File: config.mk
export PLATFORM = sky130hd
export DESIGN_NAME = irq_split_ctl
export DESIGN_NICKNAME = d
export VERILOG_FILES = /design/src/rtl/irq_ctl_pkg.sv /design/src/rtl/irq_event_map.sv /design/src/rtl/irq_group.sv /design/src/rtl/irq_split_ctl.sv
export SDC_FILE = /design/constraint.sdc
export NUM_CORES = 1
export LEC_CHECK = 0
export BUFFER_PORTS_ARGS = -buffer_cell sky130_fd_sc_hd__buf_2
export CORE_MARGIN = 2
export CORE_UTILIZATION = 45
export CTS_BUF_LIST = sky130_fd_sc_hd__clkbuf_8 sky130_fd_sc_hd__clkbuf_16
export DETAILED_ROUTE_END_ITERATION = 8
export GPL_ROUTABILITY_DRIVEN = 0
export PLACE_DENSITY = 0.66
export SLEW_MARGIN = 5
export SYNTH_ARGS = -nofsm -noshare
export SYNTH_HDL_FRONTEND = slang
export SYNTH_SLANG_ARGS = --single-unit
File: constraint.sdc
create_clock -name clk_i -period 3.05 [get_ports clk_i]
set_input_delay 0.4575 -clock clk_i [delete_from_list [all_inputs] [get_ports clk_i]]
set_output_delay 0.4575 -clock clk_i [all_outputs]
set_load 0.01 [all_outputs]
File: src/rtl/irq_ctl_pkg.sv
package irq_ctl_pkg;
  localparam int DW      = 32;
  localparam int AW      = 8;
  localparam int NCH     = 6;

  localparam logic [AW-1:0] OFS_N_ST  = 8'h04;
  localparam logic [AW-1:0] OFS_N_MK  = 8'h08;
  localparam logic [AW-1:0] OFS_N_EN  = 8'h0C;
  localparam logic [AW-1:0] OFS_N_DIS = 8'h10;
  localparam logic [AW-1:0] OFS_E_ST  = 8'h14;
  localparam logic [AW-1:0] OFS_E_MK  = 8'h18;
  localparam logic [AW-1:0] OFS_E_EN  = 8'h1C;
  localparam logic [AW-1:0] OFS_E_DIS = 8'h20;

  localparam logic [DW-1:0] N_MASK_RST = 32'h07FF_FFFF;
  localparam logic [DW-1:0] E_MASK_RST = 32'hFFFF_FFFF;

  // bit bases of each event class
  localparam int N_DONE_B  = 0;
  localparam int N_PYLD_B  = 12;
  localparam int N_VSYNC_B = 27;
  localparam int E_DFET_B  = 1;
  localparam int E_PREA_B  = 7;
  localparam int E_CRC_B   = 13;
  localparam int E_REDO_B  = 25;
endpackage

File: src/rtl/irq_event_map.sv
module irq_event_map
  import irq_ctl_pkg::*;
(
  input  logic [NCH-1:0] desc_done_i,
  input  logic [NCH-1:0] pyld_err_i,
  input  logic           vsync_i,
  input  logic [NCH-1:0] dfetch_err_i,
  input  logic [NCH-1:0] preamble_err_i,
  input  logic [NCH-1:0] crc_err_i,
  input  logic [NCH-1:0] redone_err_i,
  output logic [DW-1:0]  set_n_o,
  output logic [DW-1:0]  set_e_o
);
  logic [DW-1:0] n_vec [NCH];
  logic [DW-1:0] e_vec [NCH];

  for (genvar c = 0; c < NCH; c++) begin : g_ch
    always_comb begin
      n_vec[c] = '0;
      n_vec[c][N_DONE_B + c] = desc_done_i[c];
      n_vec[c][N_PYLD_B + c] = pyld_err_i[c];
      e_vec[c] = '0;
      e_vec[c][E_DFET_B + c] = dfetch_err_i[c];
      e_vec[c][E_PREA_B + c] = preamble_err_i[c];
      e_vec[c][E_CRC_B  + c] = crc_err_i[c];
      e_vec[c][E_REDO_B + c] = redone_err_i[c];
    end
  end

  always_comb begin
    set_n_o = '0;
    set_e_o = '0;
    for (int c = 0; c < NCH; c++) begin
      set_n_o |= n_vec[c];
      set_e_o |= e_vec[c];
    end
    set_n_o[N_VSYNC_B] = vsync_i;
  end
endmodule

File: src/rtl/irq_group.sv
module irq_group #(
  parameter int             W        = 32,
  parameter logic [W-1:0]   RST_MASK = '1
) (
  input  logic         clk_i,
  input  logic         rst_ni,
  input  logic [W-1:0] set_i,
  input  logic         clr_we_i,
  input  logic         en_we_i,
  input  logic         dis_we_i,
  input  logic [W-1:0] wdata_i,
  output logic [W-1:0] status_o,
  output logic [W-1:0] mask_o,
  output logic         pend_o
);
  logic [W-1:0] st_q, mk_q;
  logic [W-1:0] clr;

  assign clr = clr_we_i ? wdata_i : '0;

  always_ff @(posedge clk_i or negedge rst_ni) begin
    if (!rst_ni) begin
      st_q <= '0;
      mk_q <= RST_MASK;
    end else begin
      st_q <= (st_q & ~clr) | set_i;  // set beats clear
      if (en_we_i)       mk_q <= mk_q & ~wdata_i;
      else if (dis_we_i) mk_q <= mk_q | wdata_i;
    end
  end

  assign status_o = st_q;
  assign mask_o   = mk_q;
  assign pend_o   = |(st_q & ~mk_q);
endmodule

File: src/rtl/irq_split_ctl.sv
module irq_split_ctl
  import irq_ctl_pkg::*;
(
  input  logic           clk_i,
  input  logic           rst_ni,
  input  logic [AW-1:0]  addr_i,
  input  logic           we_i,
  input  logic [DW-1:0]  wdata_i,
  output logic [DW-1:0]  rdata_o,
  input  logic [NCH-1:0] desc_done_i,
  input  logic [NCH-1:0] pyld_err_i,
  input  logic           vsync_i,
  input  logic [NCH-1:0] dfetch_err_i,
  input  logic [NCH-1:0] preamble_err_i,
  input  logic [NCH-1:0] crc_err_i,
  input  logic [NCH-1:0] redone_err_i,
  output logic           irq_o
);
  logic [DW-1:0] set_n, set_e, st_n, mk_n, st_e, mk_e;
  logic          pend_n, pend_e, irq_q;

  irq_event_map u_map (
    .desc_done_i, .pyld_err_i, .vsync_i, .dfetch_err_i,
    .preamble_err_i, .crc_err_i, .redone_err_i,
    .set_n_o(set_n), .set_e_o(set_e)
  );

  irq_group #(.W(DW), .RST_MASK(N_MASK_RST)) u_grp_n (
    .clk_i, .rst_ni, .set_i(set_n),
    .clr_we_i(we_i && addr_i == OFS_N_ST),
    .en_we_i (we_i && addr_i == OFS_N_EN),
    .dis_we_i(we_i && addr_i == OFS_N_DIS),
    .wdata_i, .status_o(st_n), .mask_o(mk_n), .pend_o(pend_n)
  );

  irq_group #(.W(DW), .RST_MASK(E_MASK_RST)) u_grp_e (
    .clk_i, .rst_ni, .set_i(set_e),
    .clr_we_i(we_i && addr_i == OFS_E_ST),
    .en_we_i (we_i && addr_i == OFS_E_EN),
    .dis_we_i(we_i && addr_i == OFS_E_DIS),
    .wdata_i, .status_o(st_e), .mask_o(mk_e), .pend_o(pend_e)
  );

  always_comb begin
    unique case (addr_i)
      OFS_N_ST: rdata_o = st_n;
      OFS_N_MK: rdata_o = mk_n;
      OFS_E_ST: rdata_o = st_e;
      OFS_E_MK: rdata_o = mk_e;
      default:  rdata_o = '0;  // unmask/mask ports and holes read 0
    endcase
  end

  always_ff @(posedge clk_i or negedge rst_ni) begin
    if (!rst_ni) irq_q <= 1'b0;
    else         irq_q <= pend_n | pend_e;
  end

  assign irq_o = irq_q;
endmodule

==> qor.csv, run 1 <==
metric,value,unit
status,completed,
pwr dens,554,nW/µm²
DR iter-0 viols,450,
Worst R2R Path Depth,4,
RSZ-0062 raised after global routing,no,
root buffer cell,clkbuf_16,
clock sinks,129,
maximum vdd drop,0.404,mV
worst-path cell chain,"buf_2, or4b_4, nor3b_4, buf_12, a22oi_1, nand2_1, buf_2",
synthesized area per cell,10.4,µm²
synthesized area,6140,µm²
Worst path slowest cell,or4b_4,
Syn Inst Count,589,
clock-pin slew on the worst setup and hold paths,0.06,ns
synth-to-layout area growth,23.3,%
post-route cell area,7570,µm²
Synth area leaders,"dfrtp_1, dfstp_2, a21oi_1, a22oi_1, nand2b_1",
"area leader, netlist",dfrtp_1,
# IOs,113,
reg2reg end,irq_o,
most frequent cells after synthesis,"a21oi_1, dfrtp_1, nand2_1",
first-pass GRT wire length,28.6,mm
CP Buf/Inv Count,3,
1st-pass router iterations,4,
share of cells above drive strength 1,36.1,%
"antenna viol nets, final",0,
path type of the worst setup path,in2out,
Final Net Count,782,
htree depth,4,
startpoint types,input port,
CP dominant cell by count,buf_2,
CTS resizes,0,
"Top FF cell, synth",dfrtp_1,
Final period util,81.2,%
library cells used by synthesis,26,
CP peak stage delay,0.62,ns
Pleak,3.23,nW
Final HPWL DP,11.5,mm
Slew @ Worst Pin,0.619,ns
pin count of the biggest net entering global routing,48,
Max clock buf depth,2,
WP data required,2.59,ns
fin util,56.9,%
Die ar.,14600,µm²
core box area,13300,µm²
Clock Latency Late Sink,0.43,ns
final setup TNS,0,ns
post-layout min period,2.48,ns
"count leader, synth",a21oi_1,
vias in the first global route,5296,
flop2flop setup slack,1.53,ns
asr flop ratio synth,100,%
DRC Markers,0,
Peak Freq,0.404,GHz
Critical Path Fanout Max,32,
Synth top area share,28.5,%
clock skew,0.00473,ns
Initial Util,46.2,%
Arrival @ worst endpoint,2.02,ns
final setup fails,0,
max-slew violation count,0,
total congestion overflow,0,
CTS tree,yes,
via count,5156,
Via-to-Cell Ratio,5.79,
Synth Register Bits,129,
# diodes,0,
All-Layer GR Usage,25.9,%
Hold WS,0.0399,ns
crit path launch,addr_i[7],
Die Span Y,121,µm
"Hold-fix buffers, CTS",0,
CP endpoint,rdata_o[0],
synthesized net count,669,
cell count along the critical path,7,
Post-synth EDFFs,0,
buffer count from post-CTS setup fixing,0,
Top delay family on crit path,simple AND/OR/NAND/NOR gates,
relative slew slack,58.7,%
"Cell Area, Placed",6950,µm²
initial antenna violation count,0,
WL final,17.8,mm
die width,121,µm
YS warnings,0,
Hold Fails Final Rpt,0,
sequential cell area fraction in the yosys report,53.8,%
# rows,42,
critical path endpoint category,output pin,
Num CTS Buffers,17,
max cap viols,0,
min-delay worst type,in2async,
DR WL/cell,19.9,µm
Port Buffers,112,
==> per-stage QoR <==
step                total power, W  worst slack (ns)  instances
floorplan                  0.00192             0.891        589
global placement           0.00207             0.603        859
detailed placement         0.00208             0.590        859
CTS                        0.00422             0.571        891
global route               0.00434             0.480        891
finish                     0.00419             0.573        891
==> layer usage <==
metal / wire, µm / GRT usage (%) / up-vias
met1: 7870 / 35.6 / 2550
met4: 385 / 9.59 / 0
met3: 1150 / 6.51 / 31
met2: 8350 / 39.6 / 205
met5: 0 / 0 / -
li1: - / - / 2370
==> worst min-delay path by stage <==
| stage | startpoint | end |
|---|---|---|
| detailed placement | rst_ni | u_grp_n.status_o[25] |
| global route | rst_ni | u_grp_n.status_o[25] |
| global placement | u_grp_e.status_o[29] | u_grp_e.status_o[29] |
| finish | rst_ni | u_grp_n.status_o[25] |
| CTS | rst_ni | u_grp_n.status_o[25] |
| floorplan | rst_ni | asynchronous set/reset pin |
==> worst reg2reg max path, delay by kind of cell, from the launching register on <==
family	cells	cell delay [ns]
AOI/OAI and AO/OA	1	0.19
and+or+nand+nor	3	0.66
DFF	1	0.54
==> layout by cell type (no fill, tap or decap), types with 3 or more instances in the layout <==
master,Yosys,final
nor2_2,0,3
nand2b_1,48,48
a21o_1,37,37
a22oi_1,64,64
o2111ai_1,16,16
clkinvlp_4,0,4
clkbuf_16,0,17
a21oi_2,30,30
buf_4,1,8
a21oi_1,105,105
dfstp_2,59,59
buf_12,0,6
nor4_1,4,4
clkinv_2,0,5
inv_1,18,18
nand2_1,69,69
dfrtp_1,70,70
buf_2,23,111
bufinv_16,0,4
a21boi_0,20,20
==> logic make-up after synthesis <==
kind of cell / Yosys count / share of synthesized area (%)
AO/OA/AOI/OAI: 272 / 29.9
AND/OR/NAND/NOR: 139 / 12.4
buffers and inverters: 49 / 3.89
flip-flops: 129 / 53.8
==> final cells by class <==
cell class                 count  area (µm²)
fill                        1176        5730
sequential                   129        3300
multi-input combinational    411        2620
timing repair buffer         125         736
clock buffer                  17         425
tap                          176         220
clock inverter                15         193
inverter                      18        67.6
==> power breakdown <==
group	switching (W)	internal (W)	total, W
clock network	0.000776	0.00136	0.00213
logic	0.000141	0.0000903	0.000231
registers	0.0000354	0.00179	0.00182
Power figures use the tool's default switching activity.
==> run 2: changes to the inputs <==
clock period = 2.39 ns   (was 3.05 ns; I/O delays follow)
==> run 2 against run 1 <==
Compared with the run above: non-clock buffer count rose by 4; via count rose by 2.3%; worst setup slack got worse by 0.49 ns; sequential share of layout area down 0.11 points; core utilization rose by 0.14 points; flip-flop and latch count unchanged; worst hold slack improved by 0.071 ns; combinational power is 29% higher; die area unchanged; largest cell class unchanged; largest power group is now registers.
==> qor.csv, run 2 (same netlist as run 1, synthesis figures left out) <==
metric,value,unit,change
final setup TNS,0,ns,unchanged
final setup fails,0,,unchanged
relative slew slack,66.3,%,was 58.7%
# diodes,0,,unchanged
via count,5274,,was 5156
die width,121,µm,unchanged
DR WL/cell,20.1,µm,was 19.9 µm
initial antenna violation count,1,,was 0
synth-to-layout area growth,23.6,%,was 23.3%
Critical Path Fanout Max,10,,was 32
Max clock buf depth,2,,unchanged
met3 routed WL,1.30,mm,was 1.15 mm
Die ar.,14600,µm²,unchanged
clock-pin slew on the worst setup and hold paths,0.06,ns,about the same
crit path launch,addr_i[7],,unchanged
CP endpoint,rdata_o[2],,was rdata_o[0]
first-pass GRT wire length,28.4,mm,was 28.6 mm
startpoint types,input port,,unchanged
Worst R2R Path Depth,4,,unchanged
"antenna viol nets, final",0,,unchanged
max cap viols,0,,unchanged
"Hold-fix buffers, CTS",1,,was 0
critical path endpoint category,output pin,,unchanged
post-layout min period,2.31,ns,
Initial Util,46.2,%,unchanged
"commonest non-fill, non-tap cell in the layout",buf_2,,unchanged
RSZ-0062 raised after global routing,no,,unchanged
M1 WL,7.74,mm,was 7.87 mm
Reg area,3300,µm²,unchanged
Final Net Count,786,,was 782
maximum vdd drop,0.604,mV,was 0.404 mV
Multi-input gate area,2620,µm²,unchanged
Hold Fails Final Rpt,0,,unchanged
CTS resizes,0,,unchanged
Setup Slack @ Placement,0.0995,ns,was 0.590 ns
status,completed,,unchanged
WP data required,2.03,ns,was 2.59 ns
DR iter-0 viols,425,,was 450
total congestion overflow,0,,unchanged
buffer count from post-CTS setup fixing,0,,unchanged
All-Layer GR Usage,25.7,%,was 25.9%
Peak Freq,0.433,GHz,
Port Buffers,112,,unchanged
1st-pass router iterations,5,,was 4
pin count of the biggest net entering global routing,58,,was 48
Highest Signal Layer,met5,,was met4
CTS tree,yes,,unchanged
Clock Latency Late Sink,0.42,ns,was 0.43 ns
# IOs,113,,unchanged
min-delay worst type,in2reg,,was in2async
Pleak,3.27,nW,was 3.23 nW
most frequent cells in the layout,"buf_2, a21oi_1, dfrtp_1, nand2_1, a22oi_1",,unchanged
total placed cells including tap cells,862,,was 859
Via-to-Cell Ratio,5.90,,was 5.79
htree depth,4,,unchanged
"non-filler cells, final",894,,was 891
clock sinks,129,,unchanged
hold path start,redone_err_i[3],,
reg2reg end,irq_o,,unchanged
met2 wire len,8.63,mm,was 8.35 mm
Die Span Y,121,µm,unchanged
Final WS setup,0.0809,ns,was 0.573 ns
Slew @ Worst Pin,0.501,ns,was 0.619 ns
path type of the worst setup path,in2out,,unchanged
max-slew violation count,0,,unchanged
Num CTS Buffers,17,,unchanged
root buffer cell,clkbuf_16,,unchanged
Final HPWL DP,12.0,mm,was 11.5 mm
core box area,13300,µm²,unchanged
filler instances,1177,,was 1176
clock skew,0.00484,ns,was 0.00473 ns
# rows,42,,unchanged
vias in the first global route,5073,,was 5296
Arrival @ worst endpoint,1.95,ns,was 2.02 ns
DRC Markers,0,,unchanged
pwr dens,651,nW/µm²,was 554 nW/µm²
Final period util,96.6,%,
share of cells above drive strength 1,35.1,%,was 36.1%
WL final,18.0,mm,was 17.8 mm
flop2flop setup slack,0.85,ns,was 1.53 ns
run 2: changes by cell type in the layout (fill, tap and decap cells not counted), sizes merged:
cell         delta
clkinv          -6
buf             +3
dlygate4sd3     +1
clkbuf          +5
bufinv          -4
inv             +8
clkinvlp        -4
run 2: final cells by class:
type,count,share of cell area (%)
Clock inverter,9,0.462
Timing Repair Buffer,129,11.1
Multi-Input combinational cell,411,34.6
Inverter,18,0.891
Sequential cell,129,43.5
Tap cell,176,2.90
Clock buffer,22,6.52
run 2: how the worst min path moves through the flow:
stage | cells after the start | endpoint
floorplan | 0 | asynchronous set/reset pin
global placement | 1 | u_grp_e.status_o[21]
detailed placement | 1 | u_grp_e.status_o[19]
CTS | 2 | u_grp_e.status_o[27]
global route | 2 | u_grp_e.status_o[4]
finish | 2 | u_grp_e.status_o[28]
run 2: per-layer routing:
metal / vias up / GRT usage [%]
met5: - / 0
met2: 231 / 39.7
met4: 2 / 8.58
met3: 26 / 5.19
li1: 2386 / -
met1: 2629 / 36.4
run 2: stage by stage:
step / hold slack, ns / utilization (%) / cell area [µm²] / power [W]
finish: 0.111 / 57.0 / 7580 / 0.00494
global route: 0.106 / 57.0 / 7580 / 0.00511
CTS: 0.0995 / 57.0 / 7580 / 0.00497
detailed placement: 0.357 / 53.0 / 7050 / 0.00266
global placement: 0.354 / 53.0 / 7050 / 0.00265
floorplan: 0.0629 / - / 6140 / 0.00245
run 2: power breakdown:
group	total [W]	switching, W	internal, W
sequential	0.00233	0.0000445	0.00228
combinational	0.000299	0.000180	0.000118
clock	0.00231	0.000888	0.00142
run 2: worst max-delay path, stage by stage:
cell and delay, ns:
buf_2 0.12, or4_4 0.60, nor3b_4 0.26, buf_4 0.24, a22oi_1 0.11, nand2_1 0.11, buf_2 0.14
==> run 3: changes to the inputs <==
--- a/config.mk
+++ b/config.mk
@@ -11,2 +11,3 @@
 export CTS_BUF_LIST = sky130_fd_sc_hd__clkbuf_8 sky130_fd_sc_hd__clkbuf_16
+export CTS_CLUSTER_SIZE = 16
 export DETAILED_ROUTE_END_ITERATION = 8
==> constraint.sdc (replaced) <==
create_clock -name clk_i -period 2.39 [get_ports clk_i]
set_input_delay 0.478 -clock clk_i [delete_from_list [all_inputs] [get_ports clk_i]]
set_output_delay 0.478 -clock clk_i [all_outputs]
set_load 0.01 [all_outputs]
==> run 3 against run 2 <==
Compared with the run above: the flow now finishes with violations (setup timing); die area did not move; clock power increased by 29%; critical path type unchanged; largest power group is now clock; register-to-register slack lost 0.22 ns.
==> qor.csv, run 3 (same netlist as run 1, synthesis figures left out) <==
metric,value,unit,change
vias in the first global route,5255,,was 5073
pin count of the biggest net entering global routing,60,,was 58
Hold Fails Final Rpt,0,,unchanged
share of cells above drive strength 1,38.9,%,was 35.1%
Max clock buf depth,2,,unchanged
total congestion overflow,0,,unchanged
root buffer cell,clkbuf_16,,unchanged
Peak Freq,0.401,GHz,was 0.433 GHz
clock-pin slew on the worst setup and hold paths,0.05,ns,was 0.06 ns
clock skew,0.00679,ns,was 0.00484 ns
maximum vdd drop,0.438,mV,was 0.604 mV
All-Layer GR Usage,25.6,%,was 25.7%
Final period util,104,%,was 96.6%
first-pass GRT wire length,28.5,mm,was 28.4 mm
pwr dens,708,nW/µm²,was 651 nW/µm²
# IOs,113,,unchanged
initial antenna violation count,0,,was 1
DR WL/cell,20.2,µm,was 20.1 µm
Slew @ Worst Pin,0.527,ns,was 0.501 ns
Setup Slack @ Placement,-0.0547,ns,was 0.0995 ns
final setup fails,32,,was 0
core box area,13300,µm²,unchanged
Num CTS Buffers,17,,unchanged
synth-to-layout area growth,29.2,%,was 23.6%
Final WS setup,-0.101,ns,was 0.0809 ns
Die ar.,14600,µm²,unchanged
critical path endpoint category,output pin,,unchanged
startpoint types,input port,,unchanged
CTS tree,yes,,unchanged
"Hold-fix buffers, CTS",0,,was 1
Pleak,3.39,nW,was 3.27 nW
DRC Markers,0,,unchanged
Final HPWL DP,12.3,mm,was 12.0 mm
Via-to-Cell Ratio,5.88,,was 5.90
"commonest non-fill, non-tap cell in the layout",buf_2,,unchanged
Clock Latency Late Sink,0.41,ns,was 0.42 ns
# rows,42,,unchanged
Port Buffers,112,,unchanged
status,finished with violations,,was completed
min-delay worst type,in2async,,was in2reg
failing checks,setup timing,,
# diodes,0,,unchanged
Critical Path Fanout Max,5,,was 10
RSZ-0062 raised after global routing,yes,,was no
Die Span Y,121,µm,unchanged
max cap viols,0,,unchanged
relative slew slack,64.9,%,was 66.3%
fin util,59.6,%,was 57.0%
path type of the worst setup path,in2out,,unchanged
htree depth,4,,unchanged
die width,121,µm,unchanged
DR iter-0 viols,643,,was 425
via count,5346,,was 5274
post-layout min period,2.49,ns,was 2.31 ns
Initial Util,46.2,%,unchanged
clock sinks,129,,unchanged
most frequent cells in the layout,"buf_2, a21oi_1, dfrtp_1, nand2_1, dfstp_2",,"was buf_2, a21oi_1, dfrtp_1, nand2_1, a22oi_1"
max-slew violation count,0,,unchanged
Final Net Count,800,,was 786
Arrival @ worst endpoint,2.01,ns,was 1.95 ns
"antenna viol nets, final",0,,unchanged
Hold WS,0.0394,ns,was 0.111 ns
WP data required,1.91,ns,was 2.03 ns
1st-pass router iterations,5,,unchanged
WL final,18.4,mm,was 18.0 mm
==> run 3: cell count changes in the layout (fill, tap and decap cells not counted), sizes merged <==
cell,delta
bufinv,+6
buf,+14
clkinv,+2
dlygate4sd3,-1
clkinvlp,+1
inv,-7
==> run 3: cell type report <==
class,count,area [µm²]
timing repair buffer,143,966
tap,176,220
inverter,18,67.6
clock inverter,11,206
fill,1111,5370
clock buffer,21,480
multi-input combinational,411,2680
sequential,129,3300
==> run 3: critical path: stages <==
cell and delay (ns):
buf_6 0.09, or4_4 0.58, nor3b_4 0.28, buf_6 0.16, buf_6 0.12, a22oi_1 0.10, nand2_1 0.08, buf_2 0.13
==> run 3: final timing paths <==
kind                                startpoint                    endpoint  slack (ns)  cells past startpoint
setup / recovery                     addr_i[7]                 rdata_o[23]       -0.10                      8
hold / removal                          rst_ni        u_grp_e.status_o[25]        0.04                      1
setup reg to reg                      register                       irq_o        0.63                      4
hold reg to reg            u_grp_e.status_o[2]         u_grp_e.status_o[2]        0.51                      1
max in group asynchronous               rst_ni  asynchronous set/reset pin        1.56                      2
min in group clk_i             dfetch_err_i[3]         u_grp_e.status_o[4]        0.24                      2
==> run 3: power breakdown <==
part	internal, W	switching (W)	total, W
clock network	0.00206	0.000915	0.00297
registers	0.00228	0.0000493	0.00233
logic	0.000122	0.000184	0.000306
total	0.00446	0.00115	0.00561
==> run 3: per-stage QoR <==
step | cell area, µm² | TNS [ns] | power [W] | std cells
floorplan | 6140 | 0 | 0.00245 | 589
global placement | 7070 | -0.768 | 0.00265 | 872
detailed placement | 7070 | -1.06 | 0.00266 | 872
CTS | 7760 | -1.35 | 0.00564 | 904
global route | 7930 | -3.69 | 0.00579 | 909
finish | 7930 | -2.03 | 0.00561 | 909
==> run 3: routing by layer <==
metal	track usage (%)	share of wire (%)	routed length [µm]	vias up
met5	0	0	0	-
met4	11.2	3.3	607	0
met3	6.89	8.2	1510	54
met2	37.7	45	8320	273
met1	35.6	43	7930	2600
li1	-	-	-	2419
==> run 3: timing repair <==
action,in CTS,in global routing
setup buffers,0,3
endpoints found under the setup margin,32,32
pin swaps,1,12
cloned,0,2
resized for setup,1,25
